## config.mk

```make
export PLATFORM = sky130hd
export DESIGN_NAME = bseq_top
export DESIGN_NICKNAME = d
export VERILOG_FILES = /design/src/rtl/bseq_pkg.sv /design/src/rtl/bseq_cfg.sv /design/src/rtl/bseq_addr_gen.sv /design/src/rtl/bseq_mem.sv /design/src/rtl/bseq_top.sv
export SDC_FILE = /design/constraint.sdc
export NUM_CORES = 1
export LEC_CHECK = 0
export BUFFER_PORTS_ARGS = -buffer_cell sky130_fd_sc_hd__buf_2
export CORE_MARGIN = 5
export CORE_UTILIZATION = 57
export DETAILED_ROUTE_END_ITERATION = 8
export PLACE_DENSITY = 0.86
export SETUP_SLACK_MARGIN = 0.02
export SYNTH_ARGS = -nofsm -noshare
export SYNTH_HDL_FRONTEND = slang
export SYNTH_HIERARCHICAL = 1
export SYNTH_SLANG_ARGS = --single-unit
export TNS_END_PERCENT = 10
```

## constraint.sdc

```tcl
create_clock -name clk -period 4.8 [get_ports clk]
set_input_delay 0.96 -clock clk [delete_from_list [all_inputs] [get_ports clk]]
set_output_delay 0.96 -clock clk [all_outputs]
set_load 0.05 [all_outputs]
```

## src/rtl/bseq_pkg.sv

```systemverilog
package bseq_pkg;
  localparam int CFG_W   = 16;
  localparam int LAT_W   = 4;
  localparam int LEN_W   = 3;
  localparam int LAT_LSB = 10;
  localparam int LAT_MIN = 2;
  localparam int LAT_MAX = 13;
  localparam logic [LEN_W-1:0] LEN_CODE_4 = 3'b010;
  localparam logic [LEN_W-1:0] LEN_CODE_8 = 3'b011;
  localparam logic [LAT_W-1:0] LAT_RESET  = LAT_W'(LAT_MAX);

  typedef enum logic [1:0] {ST_IDLE, ST_WAIT, ST_RUN} seq_state_t;

  function automatic logic lat_ok(input logic [LAT_W-1:0] code);
    return (int'(code) >= LAT_MIN) && (int'(code) <= LAT_MAX);
  endfunction

  function automatic logic [31:0] mem_word(input logic [31:0] a);
    return 32'hC0DE_0000 + a * 32'd5;
  endfunction
endpackage

```

## src/rtl/bseq_cfg.sv

```systemverilog
module bseq_cfg
  import bseq_pkg::*;
(
  input  logic             clk,
  input  logic             rst_n,
  input  logic             cfg_we,
  input  logic [CFG_W-1:0] cfg_wdata,
  output logic [LAT_W-1:0] lat,
  output logic             burst_ok,
  output logic             len8
);
  logic [LEN_W-1:0] len_q;
  logic [LAT_W-1:0] lat_q;
  logic [LAT_W-1:0] wr_lat;
  logic             wr_accept;

  assign wr_lat    = cfg_wdata[LAT_LSB +: LAT_W];
  assign wr_accept = cfg_we && lat_ok(wr_lat);

  always_ff @(posedge clk or negedge rst_n) begin
    if (!rst_n) begin
      lat_q <= LAT_RESET;
      len_q <= LEN_CODE_8;
    end else if (wr_accept) begin
      lat_q <= wr_lat;
      len_q <= cfg_wdata[LEN_W-1:0];
    end
  end

  assign lat      = lat_q;
  assign burst_ok = (len_q == LEN_CODE_4) || (len_q == LEN_CODE_8);
  assign len8     = (len_q == LEN_CODE_8);

  AST_CFG_REJECT: assert property (@(posedge clk) disable iff (!rst_n)
    (cfg_we && !lat_ok(wr_lat)) |=> ($stable(lat_q) && $stable(len_q)));
endmodule

```

## src/rtl/bseq_addr_gen.sv

```systemverilog
module bseq_addr_gen
  import bseq_pkg::*;
#(
  parameter int AW = 6
) (
  input  logic             clk,
  input  logic             rst_n,
  input  logic             ce_n,
  input  logic             adv_n,
  input  logic [AW-1:0]    start_addr,
  input  logic [LAT_W-1:0] lat,
  input  logic             burst_ok,
  input  logic             len8,
  output logic [AW-1:0]    rd_addr,
  output logic             addr_valid,
  output logic             addr_last
);
  localparam int BEAT_W = 3;

  seq_state_t        state;
  logic [AW-1:0]     base_q;
  logic [BEAT_W-1:0] beat_q;
  logic [BEAT_W-1:0] beats_m1;
  logic [LAT_W-1:0]  cnt_q;
  logic              len8_q;
  logic              start_w;
  logic              final_beat;

  function automatic logic [AW-1:0] wrap_addr(input logic [AW-1:0] base,
                                              input logic [BEAT_W-1:0] beat,
                                              input logic is8);
    logic [AW-1:0] mask;
    mask = is8 ? AW'(7) : AW'(3);
    return (base & ~mask) | ((base + AW'(beat)) & mask);
  endfunction

  assign start_w    = !ce_n && !adv_n && burst_ok;
  assign beats_m1   = len8_q ? BEAT_W'(7) : BEAT_W'(3);
  assign final_beat = (state == ST_RUN) && (beat_q == beats_m1);
  assign addr_last  = addr_valid && final_beat;

  always_ff @(posedge clk or negedge rst_n) begin
    if (!rst_n) begin
      state      <= ST_IDLE;
      base_q     <= '0;
      beat_q     <= '0;
      cnt_q      <= '0;
      len8_q     <= 1'b1;
      rd_addr    <= '0;
      addr_valid <= 1'b0;
    end else if (ce_n) begin
      state      <= ST_IDLE;
      addr_valid <= 1'b0;
    end else if (start_w) begin
      state      <= ST_WAIT;
      base_q     <= start_addr;
      len8_q     <= len8;
      cnt_q      <= lat;
      beat_q     <= '0;
      addr_valid <= 1'b0;
    end else begin
      case (state)
        ST_WAIT: begin
          if (cnt_q == LAT_W'(1)) begin
            state      <= ST_RUN;
            beat_q     <= '0;
            rd_addr    <= wrap_addr(base_q, '0, len8_q);
            addr_valid <= 1'b1;
          end else begin
            cnt_q <= cnt_q - LAT_W'(1);
          end
        end
        ST_RUN: begin
          if (final_beat) begin
            state      <= ST_IDLE;
            addr_valid <= 1'b0;
          end else begin
            beat_q     <= beat_q + BEAT_W'(1);
            rd_addr    <= wrap_addr(base_q, beat_q + BEAT_W'(1), len8_q);
            addr_valid <= 1'b1;
          end
        end
        default: addr_valid <= 1'b0;
      endcase
    end
  end

  AST_WRAP_WINDOW: assert property (@(posedge clk) disable iff (!rst_n)
    ($past(state) == ST_RUN && state == ST_RUN && addr_valid)
      |-> (rd_addr[AW-1:3] == $past(rd_addr[AW-1:3])));
  AST_IDLE_HOLD: assert property (@(posedge clk) disable iff (!rst_n)
    (state == ST_IDLE && !start_w) |=> ($stable(rd_addr) && !addr_valid));
  AST_NO_BURST_DISABLED: assert property (@(posedge clk) disable iff (!rst_n)
    (!burst_ok && state == ST_IDLE) |=> (state == ST_IDLE));
  AST_ABORT_CE: assert property (@(posedge clk) disable iff (!rst_n)
    ce_n |=> !addr_valid);
endmodule

```

## src/rtl/bseq_mem.sv

```systemverilog
module bseq_mem
  import bseq_pkg::*;
#(
  parameter int AW = 6
) (
  input  logic          clk,
  input  logic          rst_n,
  input  logic [AW-1:0] rd_addr,
  input  logic          addr_valid,
  input  logic          addr_last,
  output logic [31:0]   rd_data,
  output logic          data_valid,
  output logic          data_last
);
  always_ff @(posedge clk or negedge rst_n) begin
    if (!rst_n) begin
      rd_data    <= '0;
      data_valid <= 1'b0;
      data_last  <= 1'b0;
    end else begin
      data_valid <= addr_valid;
      data_last  <= addr_last;
      if (addr_valid) rd_data <= mem_word(32'(rd_addr));
    end
  end

  AST_DATA_FOLLOWS: assert property (@(posedge clk) disable iff (!rst_n)
    addr_valid |=> data_valid);
endmodule

```

## src/rtl/bseq_top.sv

```systemverilog
module bseq_top
  import bseq_pkg::*;
#(
  parameter int AW = 6
) (
  input  logic             clk,
  input  logic             rst_n,
  input  logic             cfg_we,
  input  logic [CFG_W-1:0] cfg_wdata,
  input  logic             ce_n,
  input  logic             adv_n,
  input  logic [AW-1:0]    start_addr,
  output logic [AW-1:0]    rd_addr,
  output logic             addr_valid,
  output logic [31:0]      rd_data,
  output logic             data_valid,
  output logic             ind_n,
  output logic             ind_oe
);
  logic [LAT_W-1:0] lat;
  logic             burst_ok;
  logic             len8;
  logic             addr_last;
  logic             data_last;

  bseq_cfg i_cfg (
    .clk(clk), .rst_n(rst_n), .cfg_we(cfg_we), .cfg_wdata(cfg_wdata),
    .lat(lat), .burst_ok(burst_ok), .len8(len8)
  );

  bseq_addr_gen #(.AW(AW)) i_gen (
    .clk(clk), .rst_n(rst_n), .ce_n(ce_n), .adv_n(adv_n),
    .start_addr(start_addr), .lat(lat), .burst_ok(burst_ok), .len8(len8),
    .rd_addr(rd_addr), .addr_valid(addr_valid), .addr_last(addr_last)
  );

  bseq_mem #(.AW(AW)) i_mem (
    .clk(clk), .rst_n(rst_n), .rd_addr(rd_addr), .addr_valid(addr_valid),
    .addr_last(addr_last), .rd_data(rd_data), .data_valid(data_valid),
    .data_last(data_last)
  );

  assign ind_n  = !(data_valid && data_last);
  assign ind_oe = !ce_n;

  AST_IND_NEEDS_DATA: assert property (@(posedge clk) disable iff (!rst_n)
    !ind_n |-> data_valid);
endmodule

```

==> results of run 1 <==
placed cells by master (no fill, tap or decap), types with 3 or more instances in the layout:
| cell | synthesis | layout |
|---|---|---|
| a211oi_1 | 4 | 4 |
| a21oi_1 | 8 | 8 |
| buf_2 | 2 | 44 |
| clkbuf_8 | 0 | 6 |
| conb_1 | 1 | 15 |
| dfrtp_1 | 36 | 36 |
| dfstp_2 | 6 | 6 |
| ha_1 | 14 | 14 |
| inv_1 | 16 | 16 |
| mux2_1 | 4 | 4 |
| mux2_2 | 17 | 17 |
| nand2_1 | 14 | 14 |
| nand3_1 | 4 | 4 |
| nor2_1 | 9 | 9 |
| nor2b_1 | 3 | 3 |
| o21ai_0 | 7 | 7 |
| o22ai_1 | 4 | 4 |
| o31ai_1 | 3 | 3 |
| xnor2_1 | 4 | 4 |
final timing paths:
check / from / end / slack (ps)
setup / recovery: adv_n / i_gen/beat_q[2]$_DFFE_PN0P_ / 2360
hold / removal: i_mem/rd_data[4]$_DFFE_PN0P_ / i_mem/rd_data[4]$_DFFE_PN0P_ / 480
max in group asynchronous: rst_n / i_mem/rd_data[0]$_DFFE_PN0P_ / 3440
min in group asynchronous: rst_n / i_cfg/lat[1]$_DFFE_PN0P_ / 790
setup reg to reg: i_cfg/len_q[1]$_DFFE_PN1P_ / i_gen/beat_q[2]$_DFFE_PN0P_ / 2470
hold reg to reg: i_mem/rd_data[4]$_DFFE_PN0P_ / i_mem/rd_data[4]$_DFFE_PN0P_ / 480
per-stage QoR:
stage               std cells  utilization (%)  area (um^2)  setup WS [ps]
floorplan                 249                -         2591           2584
global placement          314            61.08         2641           2103
detailed placement        314            61.08         2641           2054
CTS                       322            63.28         2736           2343
global route              322            63.28         2736           2221
finish                    322            63.28         2736           2363
area by class of cell:
type / count / area (um^2) / area share (%)
Timing Repair Buffer: 44 / 220.2 / 8.048
Clock inverter: 2 / 12.51 / 0.4572
Sequential cell: 42 / 1059 / 38.68
Clock buffer: 6 / 82.58 / 3.018
Inverter: 16 / 60.06 / 2.195
Multi-Input combinational cell: 160 / 1237 / 45.22
Tap cell: 52 / 65.06 / 2.378
layer usage:
| metal | vias to the layer above | part of all wire [%] |
|---|---|---|
| li1 | 870 | - |
| met1 | 836 | 41 |
| met2 | 57 | 50 |
| met3 | 10 | 7.0 |
| met4 | 0 | 2.2 |
| met5 | - | 0 |
tightest hold or removal path, delay by kind of cell, from the launching register on:
kind             cells  cell delay (ps)
AO/OA/AOI/OAI        1               60
flip-flops           1              350
AND/OR/NAND/NOR      1               50
kinds of logic after synthesis:
logic type	Yosys count	share of synthesized area [%]
simple gates	52	12.37
compound gates	49	13.70
buf+inv	47	11.63
flops	42	41.70
mux	22	9.906
fa+ha+maj	16	8.477
xor+xnor	6	2.070
other cells	1	0.1477
power groups by stage:
stage | logic (mW) | registers (mW) | clock network, mW
3_5_place_dp | 0.909 | 0.580 | 0
4_1_cts | 0.920 | 0.574 | 0.246
3_3_place_gp | 0.881 | 0.568 | 0
6_report | 0.914 | 0.574 | 0.240
5_1_grt | 0.986 | 0.595 | 0.259
2_1_floorplan | 0.567 | 0.772 | 0
state kept, by name, indices dropped and copies added (netlist names):
| signal | count |
|---|---|
| i_cfg/lat | 4 |
| i_gen/len8_q | 1 |
| i_gen/state | 2 |
| i_gen/addr_valid | 1 |
| i_cfg/len_q | 3 |
| i_mem/data_last | 1 |
| i_gen/rd_addr | 6 |
| i_mem/rd_data | 10 |
| i_gen/beat_q | 3 |
| i_gen/cnt_q | 4 |
| i_gen/base_q | 6 |
| i_mem/data_valid | 1 |
==> results.md, run 1 <==
* Remaining routing DRC violations at 0
* # clock sinks at 42
* Fill cell total of the finished layout at 352
* Diode count at 0
* Total track usage at 17.33%
* Ratio of final minimum period to clock period at 50.77%
* Cells taking the most area after synthesis: dfrtp_1 35%, mux2_2 7.5%, ha_1 6.9%
* Clk slew on worst S/H paths at 80 ps
* Internal power at about 900 uW
* Reg2reg path depth at 5
* Post-synth EDFFs at 0
* Post-route minimum period at 2437 ps
* Unrepaired setup endpoints after global routing: no
* Slew at the pin closest to its max-slew limit at between 1000 and 1500 ps
* Number of cells produced by synthesis at 235
* RePlAce Congestion at around 0.77
* Remaining global-route overflow at 0
* Nets at 312
* Most common cell in the synthesized netlist: dfrtp_1
* Hold buffer count at cts at 0
* Standard-cell row count at 24
* List of most frequent post-synthesis cells: 36 x dfrtp_1, 23 x buf_4, 17 x mux2_2
* Wire length of the first global-routing pass at a little over 8000 um
* Combined buffer and inverter count along the critical path at 1
* Port Buffer Count at 44
* Peak supply drop at 348.8 uV
* Count of buffers added by post-CTS timing repair for setup at 0
* Antenna-violating nets left at 0
* Core Region at 0.004324 mm^2
* Initial Util at 58.71%
* Maximum number of pins on one net before global-route repair at 43
* Number of failing hold endpoints at the final stage at 0
* Max Cap Viol at 0
* Sort of element at the end of the critical path: register
* Root buffer cell: clkbuf_8
* Cell type with the highest aggregate area in the netlist: dfrtp_1
* Leakage dissipation at 1.314 nW
* Reg power frac at 33.2%
* Share of layout cells above drive strength 1 at 32.22%
* Pins Over Slew Limit at 0
* Number of CTS-inserted buffers at 5
* Fin Setup TNS at 0 ps
* Highest clock rate at 410.3 MHz
* Sequential area share after synthesis at 41.70%
* DR WL/cell at 15.25 um
* Number of vias after detailed routing at 1773
* Drt total wl at 4912 um
* Logic gate share of total power at 52.9%
* Die height at 76.74 um
* Library cell contributing the largest single delay on the critical path: nor2_1
* Cells along the critical path: buf_2 -> nand2b_1 -> nor2_1 -> a21oi_1 -> a2bb2o_1
* Share of async-settable or async-resettable flops after synthesis at between 90% and 100%
* Signal arrival time at the worst endpoint at 2630 ps
* Worst-case clock skew at 7.066 ps
* Met1 usage at between 20% and 30%
* Number of top-level design ports at 69
* Clock tree buffer depth at 2
* Run status: complete, no violations
* Final HPWL DP at 3528 um
* Die area at just under 0.006 mm^2
* Final hold slack at 483.9 ps
* Total stage count of the critical path at 5
* Peak fanout along the critical path at 14
* Family of cells with the greatest summed delay on the critical path: simple AND/OR/NAND/NOR gates
* Total iterations of the first detailed-routing run at 4
* Switching pwr at 842.2 uW
* Critical Path Max Stage Delay at 820 ps
* Post-cts sizing count at 0
* Antenna violations before repair at 0
* Clock network fraction of design power at 13.9%
* Met3 global-route usage at roughly 5%
* Power per unit of standard cell area at 631.4 mW/mm^2
* Combined area of all synthesized cells at 0.002539 mm^2
* Layer with the highest usage: met2
* Met2 demand-to-capacity share in global routing at approximately 29%
* CTS tree: yes
* Total power at 1.728 mW
* CTS H-Tree Depth at 2
* Critical path class: input port to register
* Synthesis-to-layout area growth at 7.787%
* Net switching share of the total power at 48.75%
* Vias in the first global route at 1821
* Vias/cell at 5.506
* Number of distinct library cells after synthesis at 59
* Register bit total from synthesis at 42
* Critical Path RT at 4990 ps
* Category of the worst setup path launch point: input port
* Type of the worst min-delay path: register to register
* Warning count from the yosys run at 6
* Setup-violating endpoint count in the final report at 0
* Min-Delay Path Depth at 2
* Clock insertion delay at the later pin of the skew report at about 300 ps
* Number of DRC markers after the initial detailed-route iteration at 121
* Die Width at 76.74 um
* Yosys top cell area share at a little over a third
* Max-slew headroom at the worst pin at 30.86%
* Commonest register cell after synthesis: dfrtp_1
* Mean instance size in the synthesized netlist at roughly 11 um^2
(Power assumes the default switching activity.)
==> run 2: changes to the inputs <==
- ABC_AREA: default -> 1
- CORE_UTILIZATION: 57 -> 47
- PLACE_DENSITY: 0.86 -> 0.76
- clock period: 4.8 -> 2 ns (I/O delays scaled with it)
==> results.md, run 2 <==
* Post-cts sizing count at 0 (unchanged)
* Number of DRC markers after the initial detailed-route iteration at 83 (-31%)
* Combined area of all synthesized cells at 0.002539 mm^2 (unchanged)
* Peak supply drop at 869.6 uV (+150%)
* Highest clock rate at 554.2 MHz
* RePlAce Congestion at 0.8850 (+15%)
* Register bit total from synthesis at 42 (unchanged)
* Fin Setup TNS at 0 ps (unchanged)
* Final Non-Filler Cells at 422 (+31%)
* Category of the worst setup path launch point: register
* Post-synth EDFFs at 0 (unchanged)
* Diode count at 0 (unchanged)
* Commonest non-fill, non-tap cell in the layout: nand2_1
* Share of async-settable or async-resettable flops after synthesis at 100.0% (unchanged)
* Synthesis-to-layout area growth at 9.611%
* CTS H-Tree Depth at 2 (unchanged)
* Final HPWL DP at 3630 um (+2.9%)
* Critical Path RT at 2190 ps (-2800 ps)
* Cells taking the most area after synthesis: dfrtp_1 35%, nand2_1 17%, ha_1 6.9%
* Clk slew on worst S/H paths at 80 ps (about the same)
* Number of cells produced by synthesis at 312 (+33%)
* Setup slack of the most critical reg-to-reg path at 200 ps (-2270 ps)
* Commonest register cell after synthesis: dfrtp_1
* Sort of element at the end of the critical path: register
* Max Cap Viol at 0 (unchanged)
* Slew at the pin closest to its max-slew limit at 522.0 ps (-511.2 ps)
* List of most frequent post-synthesis cells: 117 x nand2_1, 36 x dfrtp_1, 29 x inv_1
* Ratio of final minimum period to clock period at 90.22%
* Number of top-level design ports at 69 (unchanged)
* Pins Over Slew Limit at 0 (unchanged)
* Total track usage at 14.23% (-3.1 points)
* Most common cell in the synthesized netlist: nand2_1
* Type of the worst min-delay path: input port to async pin
* Largest registers: i_mem/rd_data x10, i_gen/base_q x6, i_gen/rd_addr x6
* Remaining global-route overflow at 0 (unchanged)
* Maximum number of pins on one net before global-route repair at 43 (unchanged)
* Warning count from the yosys run at 6 (unchanged)
* Clock tree buffer depth at 2 (unchanged)
* Vias/cell at 4.687 (-15%)
* Leakage dissipation at 1.583 nW (+20%)
* Number of failing hold endpoints at the final stage at 0 (unchanged)
* Root buffer cell: clkbuf_8
* Cell type with the highest aggregate area in the netlist: dfrtp_1
* Share of layout cells above drive strength 1 at 23.30% (-8.9 points)
* Die area at 0.006971 mm^2 (+18%)
* Die height at 83.50 um (+8.8%)
* # clock sinks at 42 (unchanged)
* Run status: complete, no violations
* Drt total wl at 4695 um (-4.4%)
* Number of CTS-inserted buffers at 5 (unchanged)
* Setup-violating endpoint count in the final report at 0 (unchanged)
* DR WL/cell at 11.13 um (-27%)
* Max FFs per register at 10 (unchanged)
* Max-slew headroom at the worst pin at 65.20% (+34 points)
* Critical path class: register to register
* Number of distinct library cells after synthesis at 30 (-49%)
* CTS tree: yes
* Post-route minimum period at about 1800 ps
* Wire length of the first global-routing pass at 8280 um (+0.77%)
* Power per unit of standard cell area at 1353 mW/mm^2 (+110%)
* Core Region at 0.005172 mm^2 (+20%)
* Count of buffers added by post-CTS timing repair for setup at 0 (unchanged)
* Total iterations of the first detailed-routing run at 4 (unchanged)
* Antenna-violating nets left at 0 (unchanged)
* Initial Util at 49.08% (-9.6 points)
* Mean instance size in the synthesized netlist at 8.137 um^2 (-25%)
* Unrepaired setup endpoints after global routing: no
* Reg2reg path depth at 8 (+3)
* Inst Count DP at 414 (+32%)
* Vias in the first global route at 1916 (+5.2%)
* Yosys top cell area share at 35.49% (unchanged)
* Signal arrival time at the worst endpoint at 1990 ps (-640 ps)
* Die Width at 83.50 um (+8.8%)
* Commonest non-fill, non-tap cells in the layout: 117 x nand2_1, 44 x buf_2, 36 x dfrtp_1, 29 x inv_1, 16 x nand3_1
* Standard-cell row count at 26 (+8.3%)
* Largest register by flop count: i_mem/rd_data
* Hold buffer count at cts at 0 (unchanged)
* Worst-case clock skew at 9.536 ps (+2.470 ps)
* Number of vias after detailed routing at 1978 (+12%)
* Nets at 394 (+26%)
* Peak fanout along the critical path at 4 (-10)
* Port Buffer Count at 44 (unchanged)
* Sequential area share after synthesis at 41.70% (unchanged)
* Antenna violations before repair at 0 (unchanged)
* Remaining routing DRC violations at 0 (unchanged)
* Clock insertion delay at the later pin of the skew report at 290 ps (about the same)
[run 2: final timing paths]
kind	end	startpoint
worst min-delay path	i_mem/rd_data[1]$_DFFE_PN0P_	rst_n
worst min register to register	i_cfg/lat[2]$_DFFE_PN1P_	i_cfg/lat[2]$_DFFE_PN1P_
min in group clk	i_gen/base_q[4]$_DFFE_PN0P_	start_addr[4]
worst max register to register	i_mem/rd_data[7]$_DFFE_PN0P_	i_gen/rd_addr[1]$_DFFE_PN0P_
max in group asynchronous	i_cfg/len_q[0]$_DFFE_PN1P_	rst_n
worst max-delay path	i_mem/rd_data[7]$_DFFE_PN0P_	i_gen/rd_addr[1]$_DFFE_PN0P_
[run 2: cells by family after synthesis]
kind of cell	after synthesis	synth area share (%)
other cells	1	0.1477
simple gates	168	30.02
flops	42	41.70
compound gates	22	5.323
buf+inv	62	14.00
xor+xnor	1	0.3451
fa+ha+maj	16	8.477
[run 2: power by group]
part	switching [mW]	internal [mW]	leakage (nW)
clock	0.273	0.278	0.0482
combinational	1.40	0.534	1.00
sequential	0.190	1.09	0.535
total	1.86	1.90	1.58
[run 2: worst max-delay path, stage by stage, from the launching register on]
cell     delay [ps]
dfrtp_1         420
ha_1            300
ha_1            170
inv_1            60
fa_1            380
inv_1            80
nand3_1          90
nand3_1         110
nand3_2          70
[run 2: per-layer routing]
| metal | vias to the layer above | share of wire [%] | global-route usage (%) |
|---|---|---|---|
| met5 | - | 0 | 0 |
| met4 | 0 | 1.1 | 4.532 |
| met3 | 6 | 6.5 | 4.047 |
| met2 | 47 | 49 | 25.07 |
| met1 | 905 | 44 | 16.68 |
| li1 | 1020 | - | - |
[run 2: area by class of cell]
cell class / instances / area [um^2]
repair buffers: 46 / 235.2
well taps: 70 / 87.58
inverters: 34 / 132.6
clock inverters: 1 / 5.005
clock buffers: 7 / 86.33
flip-flops and latches: 42 / 1059
multi-input cells: 222 / 1177
fillers: 510 / 2390
[run 2: metrics by stage]
step                      utilization [%]  area (um^2)  power, mW  hold WS (ps)  setup WS, ps
after floorplan                         -         2591      2.928         104.4         82.69
after global placement              52.03         2691      3.171         448.3         283.3
after detailed placement            52.03         2691      3.242         453.8         216.3
after CTS                           53.80         2783      3.806         184.9         206.2
after global routing                53.80         2783      4.073         218.7         96.37
final                               53.80         2783      3.764         163.6         195.6
==> run 3: changes to the inputs <==
- CORE_UTILIZATION: 47 -> 57
- PLACE_DENSITY: 0.76 -> 0.86
- clock period: 2 -> 2.2 ns (I/O delays scaled with it)
==> results.md, run 3 (same netlist as run 2, synthesis figures left out) <==
* Core Region at 0.004324 mm^2 (-16%)
* Fin Setup TNS at 0 ps (unchanged)
* Pre-CTS WS at 446.2 ps (+229.8 ps)
* Nets at 394 (unchanged)
* RePlAce Congestion at 0.8206 (-7.3%)
* Commonest non-fill, non-tap cell in the layout: nand2_1
* Max Cap Viol at 0 (unchanged)
* Die height at 76.74 um (-8.1%)
* Number of vias after detailed routing at 1964 (-0.71%)
* Category of the worst setup path launch point: register
* Met3 global-route usage at 5.152% (+1.1 points)
* Inst Count DP at 396 (-4.3%)
* Peak fanout along the critical path at 4 (unchanged)
* Ratio of final minimum period to clock period at 79.66% (-11 points)
* Total track usage at 16.44% (+2.2 points)
* Unrepaired setup endpoints after global routing: no
* Leakage dissipation at 1.588 nW (+0.29%)
* Antenna violations before repair at 0 (unchanged)
* CTS tree: yes
* Share of layout cells above drive strength 1 at 23.30% (unchanged)
* Die area at 0.005888 mm^2 (-16%)
* Cells along the critical path: ha_1 -> ha_1 -> inv_1 -> fa_1 -> inv_1 -> nand3_1 -> nand3_1 -> nand3_2
* Final Non-Filler Cells at 404 (-4.3%)
* Count of buffers added by post-CTS timing repair for setup at 0 (unchanged)
* Standard-cell row count at 24 (-7.7%)
* Met2 demand-to-capacity share in global routing at 28.27% (+3.2 points)
* Drt total wl at 4544 um (-3.2%)
* Maximum number of pins on one net before global-route repair at 43 (unchanged)
* Pins Over Slew Limit at 0 (unchanged)
* DR WL/cell at 11.25 um (+1.1%)
* Commonest non-fill, non-tap cells in the layout: 117 x nand2_1, 44 x buf_2, 36 x dfrtp_1, 29 x inv_1, 16 x nand3_1
* Type of the worst min-delay path: input port to async pin
* Fill cell total of the finished layout at 364 (-29%)
* Die Width at 76.74 um (-8.1%)
* Layer with the highest usage: met2
* Sort of element at the end of the critical path: register
* Antenna-violating nets left at 0 (unchanged)
* Port Buffer Count at 44 (unchanged)
* Number of top-level design ports at 69 (unchanged)
* Clock insertion delay at the later pin of the skew report at 290 ps (about the same)
* Met1 usage at 18.94% (+2.3 points)
* Post-cts sizing count at 0 (unchanged)
* Worst-case clock skew at 9.661 ps (+0.1255 ps)
* Power per unit of standard cell area at 1233 mW/mm^2 (-8.9%)
* Clock tree buffer depth at 2 (unchanged)
* Critical Path Max Stage Delay at 420 ps (about the same)
* # clock sinks at 42 (unchanged)
* Run status: complete, no violations
* Vias/cell at 4.861 (+3.7%)
* Final HPWL DP at 3549 um (-2.2%)
* Peak supply drop at 589.8 uV (-32%)
* Largest register by flop count: i_mem/rd_data
* Number of failing hold endpoints at the final stage at 0 (unchanged)
* CTS H-Tree Depth at 2 (unchanged)
* Post-route minimum period at 1753 ps (-51.80 ps)
* Library cell contributing the largest single delay on the critical path: dfrtp_1
* Setup-violating endpoint count in the final report at 0 (unchanged)
* Max FFs per register at 10 (unchanged)
* Critical path class: register to register
* Initial Util at 58.71% (+9.6 points)
* Root buffer cell: clkbuf_8
* Number of DRC markers after the initial detailed-route iteration at 79 (-4.8%)
* Number of CTS-inserted buffers at 5 (unchanged)
* Critical Path RT at 2390 ps (+200 ps)
* Synthesis-to-layout area growth at 9.216%
* Remaining routing DRC violations at 0 (unchanged)
* Total iterations of the first detailed-routing run at 4 (unchanged)
* Remaining global-route overflow at 0 (unchanged)
* Signal arrival time at the worst endpoint at 1940 ps (-50 ps)
* Wire length of the first global-routing pass at 8073 um (-2.5%)
* Highest clock rate at 570.6 MHz (+3.0%)
* Clk slew on worst S/H paths at 80 ps (about the same)
* Hold buffer count at cts at 0 (unchanged)
* Fin worst setup slack at 447.4 ps (+251.8 ps)
* Diode count at 0 (unchanged)
* Vias in the first global route at 1934 (+0.94%)
* Largest registers: i_mem/rd_data x10, i_gen/base_q x6, i_gen/rd_addr x6
==> run 3: cell types whose count changed in the layout (fill, tap and decap cells not counted) <==
cell / previous run / this run
buf_12: 0 / 1
buf_4: 2 / 1
==> run 3: layout make-up <==
cell class / count / area [um^2] / share of cell area [%]
clock buffers: 7 / 86.33 / 3.114
inverters: 34 / 132.6 / 4.783
multi-input cells: 222 / 1177 / 42.46
clock inverters: 1 / 5.005 / 0.1805
well taps: 52 / 65.06 / 2.347
flip-flops and latches: 42 / 1059 / 38.18
repair buffers: 46 / 247.7 / 8.935
==> run 3: per-layer routing <==
layer  vias to the layer above  share of wire, %
met5                         -                 0
met4                         0              0.90
met3                         2               7.4
met2                        66                50
met1                       877                42
li1                       1019                 -
==> run 3: worst paths after layout <==
path / start / endpoint / slack, ps / cells after the start
worst max-delay path: i_gen/rd_addr[3]$_DFFE_PN0P_ / i_mem/rd_data[7]$_DFFE_PN0P_ / 450 / 8
worst min-delay path: rst_n / i_cfg/len_q[2]$_DFFE_PN0P_ / 100 / 2
worst max register to register: i_gen/rd_addr[3]$_DFFE_PN0P_ / i_mem/rd_data[7]$_DFFE_PN0P_ / 450 / 8
worst min register to register: i_cfg/len_q[0]$_DFFE_PN1P_ / i_cfg/len_q[0]$_DFFE_PN1P_ / 460 / 2
max in group asynchronous: rst_n / i_cfg/len_q[1]$_DFFE_PN1P_ / 1850 / 2
min in group clk: start_addr[5] / i_gen/base_q[5]$_DFFE_PN0P_ / 350 / 3
==> run 3: power breakdown <==
group | leakage [nW] | total (mW) | internal [mW] | switching [mW]
registers | 0.535 | 1.16 | 0.993 | 0.171
logic | 1.00 | 1.75 | 0.485 | 1.27
clock network | 0.0482 | 0.499 | 0.253 | 0.246
total | 1.59 | 3.42 | 1.73 | 1.69
==> run 3: per-stage QoR <==
stage / hold WS (ps) / utilization (%) / instance area, um^2 / total power, mW
2_1_floorplan: 144.4 / - / 2591 / 2.662
3_3_place_gp: 425.5 / 62.01 / 2681 / 2.875
3_5_place_dp: 429.8 / 62.01 / 2681 / 2.938
4_1_cts: 109.2 / 64.12 / 2773 / 3.453
5_1_grt: 124.3 / 64.12 / 2773 / 3.705
6_report: 98.31 / 64.12 / 2773 / 3.419
==> run 3: worst max-delay path: cells and delay by family (launching register included) <==
kind / cells / cell delay, ps
adder cells (fa/ha/maj): 3 / 830
flip-flops: 1 / 420
AND/OR/NAND/NOR: 3 / 270
buffers and inverters: 2 / 130
